--- config.mk ---
export PLATFORM = sky130hd
export DESIGN_NAME = divprog_if
export DESIGN_NICKNAME = d
export VERILOG_FILES = /design/src/rtl/divprog_pkg.sv /design/src/rtl/divprog_sync.sv /design/src/rtl/divprog_shifter.sv /design/src/rtl/divprog_latch.sv /design/src/rtl/divprog_if.sv
export SDC_FILE = /design/constraint.sdc
export NUM_CORES = 1
export LEC_CHECK = 0
export BUFFER_PORTS_ARGS = -buffer_cell sky130_fd_sc_hd__buf_4
export CELL_PAD_IN_SITES_DETAIL_PLACEMENT = 0
export CELL_PAD_IN_SITES_GLOBAL_PLACEMENT = 1
export CORE_MARGIN = 10
export CORE_UTILIZATION = 50
export DETAILED_ROUTE_END_ITERATION = 6
export HOLD_SLACK_MARGIN = 0.05
export PLACE_DENSITY = 0.78
export SYNTH_ARGS = -nofsm -noshare
export SYNTH_HDL_FRONTEND = slang
export SYNTH_SLANG_ARGS = --single-unit
export TNS_END_PERCENT = 100
--- constraint.sdc ---
create_clock -name clk -period 2.9 [get_ports clk]
set_input_delay 0.145 -clock clk [delete_from_list [all_inputs] [get_ports clk]]
set_output_delay 0.145 -clock clk [all_outputs]
set_load 0.005 [all_outputs]
--- src/rtl/divprog_pkg.sv ---
package divprog_pkg;

    localparam int unsigned DEF_REF_W  = 14;
    localparam int unsigned DEF_N_W    = 10;
    localparam int unsigned DEF_A_W    = 7;
    localparam int unsigned DEF_SYNC   = 2;

    // The three serial wires, carried together through the synchronizer
    typedef struct packed {
        logic data;
        logic sck;
        logic load;
    } ser_pins_t;

endpackage

--- src/rtl/divprog_sync.sv ---
module divprog_sync
    import divprog_pkg::*;
#(
    parameter int unsigned STAGES = DEF_SYNC
) (
    input  logic      clk,
    input  logic      rst_n,
    input  ser_pins_t pins_i,
    output ser_pins_t pins_o,
    output logic      sck_rise_o
);

    typedef struct packed {
        ser_pins_t [STAGES-1:0] pipe;
        logic                   sck_prev;
    } state_t;

    state_t s_d, s_q;

    always_comb begin
        s_d = s_q;
        s_d.pipe[0] = pins_i;
        for (int i = 1; i < int'(STAGES); i++) begin
            s_d.pipe[i] = s_q.pipe[i-1];
        end
        s_d.sck_prev = s_q.pipe[STAGES-1].sck;
    end

    always_ff @(posedge clk or negedge rst_n) begin
        if (!rst_n) begin
            s_q <= '0;
        end else begin
            s_q <= s_d;
        end
    end

    assign pins_o     = s_q.pipe[STAGES-1];
    assign sck_rise_o = s_q.pipe[STAGES-1].sck & ~s_q.sck_prev;

endmodule

--- src/rtl/divprog_shifter.sv ---
module divprog_shifter #(
    parameter int unsigned WIDTH = 32
) (
    input  logic             clk,
    input  logic             rst_n,
    input  logic             shift_i,
    input  logic             bit_i,
    output logic [WIDTH-1:0] frame_o
);

    typedef struct packed {
        logic [WIDTH-1:0] sr;
    } state_t;

    state_t s_d, s_q;

    always_comb begin
        s_d = s_q;
        if (shift_i) begin
            s_d.sr = {s_q.sr[WIDTH-2:0], bit_i};
        end
    end

    always_ff @(posedge clk or negedge rst_n) begin
        if (!rst_n) begin
            s_q <= '0;
        end else begin
            s_q <= s_d;
        end
    end

    assign frame_o = s_q.sr;

endmodule

--- src/rtl/divprog_latch.sv ---
module divprog_latch #(
    parameter int unsigned REF_W = 14,
    parameter int unsigned N_W   = 10,
    parameter int unsigned A_W   = 7
) (
    input  logic                     clk,
    input  logic                     rst_n,
    input  logic                     load_i,
    input  logic [REF_W+N_W+A_W:0]   frame_i,
    output logic [REF_W-1:0]         ref_o,
    output logic [N_W-1:0]           n_o,
    output logic [A_W-1:0]           a_o
);

    localparam int unsigned CTRL_POS = 0;
    localparam int unsigned A_LSB    = 1;
    localparam int unsigned N_LSB    = A_LSB + A_W;
    localparam int unsigned REF_LSB  = N_LSB + N_W;

    typedef struct packed {
        logic [REF_W-1:0] ref_v;
        logic [N_W-1:0]   n_v;
        logic [A_W-1:0]   a_v;
    } state_t;

    state_t s_d, s_q;

    always_comb begin
        s_d = s_q;
        if (load_i) begin
            s_d.n_v = frame_i[N_LSB +: N_W];
            s_d.a_v = frame_i[A_LSB +: A_W];
            if (frame_i[CTRL_POS]) begin
                s_d.ref_v = frame_i[REF_LSB +: REF_W];
            end
        end
    end

    always_ff @(posedge clk or negedge rst_n) begin
        if (!rst_n) begin
            s_q <= '0;
        end else begin
            s_q <= s_d;
        end
    end

    assign ref_o = s_q.ref_v;
    assign n_o   = s_q.n_v;
    assign a_o   = s_q.a_v;

endmodule

--- src/rtl/divprog_if.sv ---
module divprog_if
    import divprog_pkg::*;
#(
    parameter int unsigned REF_W       = DEF_REF_W,
    parameter int unsigned N_W         = DEF_N_W,
    parameter int unsigned A_W         = DEF_A_W,
    parameter int unsigned SYNC_STAGES = DEF_SYNC
) (
    input  logic             clk,
    input  logic             rst_n,
    input  logic             ser_data,
    input  logic             ser_clk,
    input  logic             ser_load,
    output logic [REF_W-1:0] ref_div,
    output logic [N_W-1:0]   n_div,
    output logic [A_W-1:0]   a_div
);

    localparam int unsigned FRAME_W = REF_W + N_W + A_W + 1;

    ser_pins_t            pins_raw;
    ser_pins_t            pins_s;
    logic                 sck_rise;
    logic                 data_s;
    logic                 load_s;
    logic [FRAME_W-1:0]   frame;

    assign pins_raw = {ser_data, ser_clk, ser_load};
    assign data_s   = pins_s.data;
    assign load_s   = pins_s.load;

    divprog_sync #(
        .STAGES     (SYNC_STAGES)
    ) u_sync (
        .clk        (clk),
        .rst_n      (rst_n),
        .pins_i     (pins_raw),
        .pins_o     (pins_s),
        .sck_rise_o (sck_rise)
    );

    divprog_shifter #(
        .WIDTH      (FRAME_W)
    ) u_shift (
        .clk        (clk),
        .rst_n      (rst_n),
        .shift_i    (sck_rise),
        .bit_i      (data_s),
        .frame_o    (frame)
    );

    divprog_latch #(
        .REF_W      (REF_W),
        .N_W        (N_W),
        .A_W        (A_W)
    ) u_latch (
        .clk        (clk),
        .rst_n      (rst_n),
        .load_i     (load_s),
        .frame_i    (frame),
        .ref_o      (ref_div),
        .n_o        (n_div),
        .a_o        (a_div)
    );

endmodule

==> flow_summary.yaml <==
outcome:
  run_status: "finished, final reports clean"
place:
  gp_congestion: 0.699
  placed_area_um2: 2990
  hpwlAfterDp_mm: 2.78
  io_buffers: 35
  dp_cells: 241
synth:
  yosys_register_bits: 70
  post_synth_inst_count: 142
  yosys.area_share.simple: 0.00648
  syn_area_per_cell_um2: 19.0
  synth_nets: 147
  synth_compound_area_frac: 0
  synth_top_family_by_area: "multiplexers"
  synthAdderAreaFrac: 0
  syn_area_um2: 2700
  yosys_warnings: 0
  ys_types: 7
  synthMuxAreaShare: 0.318
  synth_seq_area_share: 0.648
  synth_xor_area_frac: 0
setup_path:
  setup.worst_path.start_class: "flop"
  cp-startpoint: "u_sync.pins_o[0]"
  r2r_end: "u_latch.ref_o[7]"
  crit_fanout: 18
  required_ns: 3.12
  rr_worst_depth: 2
  cp-endpoint: "u_latch.ref_o[7]"
  worst-setup-path-type: "flop to flop"
  cp-end-kind: "flop"
  reg2reg_setup_slack_ns: 1.24
  crit_arrival_ns: 1.89
  r2r-start: "u_sync.pins_o[0]"
sta:
  finalCritPeriodShare: 0.573
  finClkSkew_ns: 0.00431
  tightest_slew_ns: 0.840
  hold_viol_final: 0
  rsz0062_at_grt: "no"
  slew_headroom: 0.440
  maxSlewViolCount: 0
  finalSetupViolCount: 0
  tns_ns: 0
  final.min_clock_period_ns: 1.66
  clock.fmax_ghz: 0.602
cells_and_area:
  finalNonFillerCells: 261
  fill_cells: 380
  regArea_um2: 1750
  multi_input_area_um2: 885
  final_common_cell: "dfrtp_1"
  final_cell_area_um2: 3280
  nets: 191
  most-common-layout-cells: "dfrtp_1, mux2_4, buf_4, mux2_2, clkbuf_8"
  area_growth_pct: 21.2
  drive_gt1_frac: 0.613
  antenna_cells: 0
global_routing:
  grt_usage: 0.108
  grt_max_degree: 71
  antenna_found_initial: 0
  grt_overflow_total: 0
  grt_pass1_vias: 1458
  grt_pass1_wl_mm: 7.45
power:
  power_per_cell_area_nw_per_um2: 834
  ir_drop_v: 0.000502
  p_leak_nw: 1.67
  total_power_mw: 2.73
clock_network:
  cts-root-buf: "clkbuf_8"
  cts_tree: "done"
  cts_made_buffers: 9
  htreeDepth: 3
  cts_buffer_depth: 2
  cts_setup_buffers: 0
  clkSlewWorstSetupHoldPaths_ns: 0.07
  clock_latency_ns: 0.33
  cts_resized: 0
  clock_sinks: 70
flow_run:
  maxCapViolations: 0
floorplanning:
  dieArea_um2: 8750
  start_util: 0.523
  core-area_um2: 5170
  rows: 26
  io_pins: 36
  fp.dieW_um: 93.5
  die_h_um: 93.5
routing:
  vias: 1275
  viasPerCell: 4.89
  drc: 0
  ant_nets: 0
  wl_per_cell_um: 16.3
  drt_iter0_drc: 46
  dr.pass1.iters: 4
  totalWireLength_mm: 4.25
hold_path:
  min_from: "u_sync.s_d[6]"
  holdCritPathClass: "flop to flop"
## cell families after synthesis
family | after synthesis
buffers and inverters | 7
AND/OR/NAND/NOR | 2
flip-flops | 70
multiplexers | 63
## layout make-up
cell class	count	share of cell area
multi-input combinational	65	0.270
clock buffer	9	0.0378
timing repair buffer	40	0.0947
clock inverter	7	0.0366
sequential	70	0.534
tap	70	0.0267
## stage by stage
| stage | hold WS (ns) | utilization | setup WS [ns] |
|---|---|---|---|
| global route | 0.363 | 0.634 | 1.15 |
| detailed placement | 0.256 | 0.579 | 1.22 |
| finish | 0.351 | 0.634 | 1.24 |
| floorplan | -0.151 | - | 1.73 |
| CTS | 0.353 | 0.634 | 1.22 |
| global placement | 0.255 | 0.579 | 1.29 |
## cell usage after synthesis, drive strengths merged
master	number	area, µm²
buf	7	75.1
dfrtp	70	1750
mux2	63	860
nand2	1	11.3
nor2b	1	6.26
## metal layers
metal  wire [µm]  GRT usage  part of all wire  up-vias
met5           0          0                 0        -
met4          46     0.0481             0.011        0
met3         293     0.0536             0.069        6
met2        1960      0.158              0.46       33
met1        1950      0.131              0.46      653
li1            -          -                 -      583
## sequential cells by signal, indices dropped and copies added (netlist names)
signal and count:
u_shift.frame_o 32, u_latch.ref_o 14, u_latch.n_o 10, u_latch.a_o 7
u_sync.pins_o 3, u_sync.s_d 3, u_sync.s_q 1
## timing repair
action,in CTS,in global routing
endpoints found under the hold margin,73,0
endpoints found under the setup margin,0,0
hold buffers,4,0
## power breakdown
part           switching [mW]  total (mW)  internal [mW]
logic                   0.140       0.476          0.336
clock network           0.367       0.941          0.574
registers               0.143        1.32           1.17
## critical path: stages, from the launching register on
cell     delay, ns
dfrtp_1       0.88
nand2_4       0.30
mux2_4        0.37
## how the worst min path moves through the flow
| stage | to | slack (ns) | cells after the start |
|---|---|---|---|
| 2_1_floorplan | u_latch.a_o[0] | -0.15 | 0 |
| 3_3_place_gp | u_sync.s_d[5] | 0.25 | 1 |
| 3_5_place_dp | u_sync.s_d[5] | 0.26 | 1 |
| 4_1_cts | u_sync.pins_o[2] | 0.35 | 0 |
| 5_1_grt | u_sync.pins_o[2] | 0.36 | 0 |
| 6_report | u_sync.pins_o[2] | 0.35 | 0 |
Power figures use the tool's default switching activity.
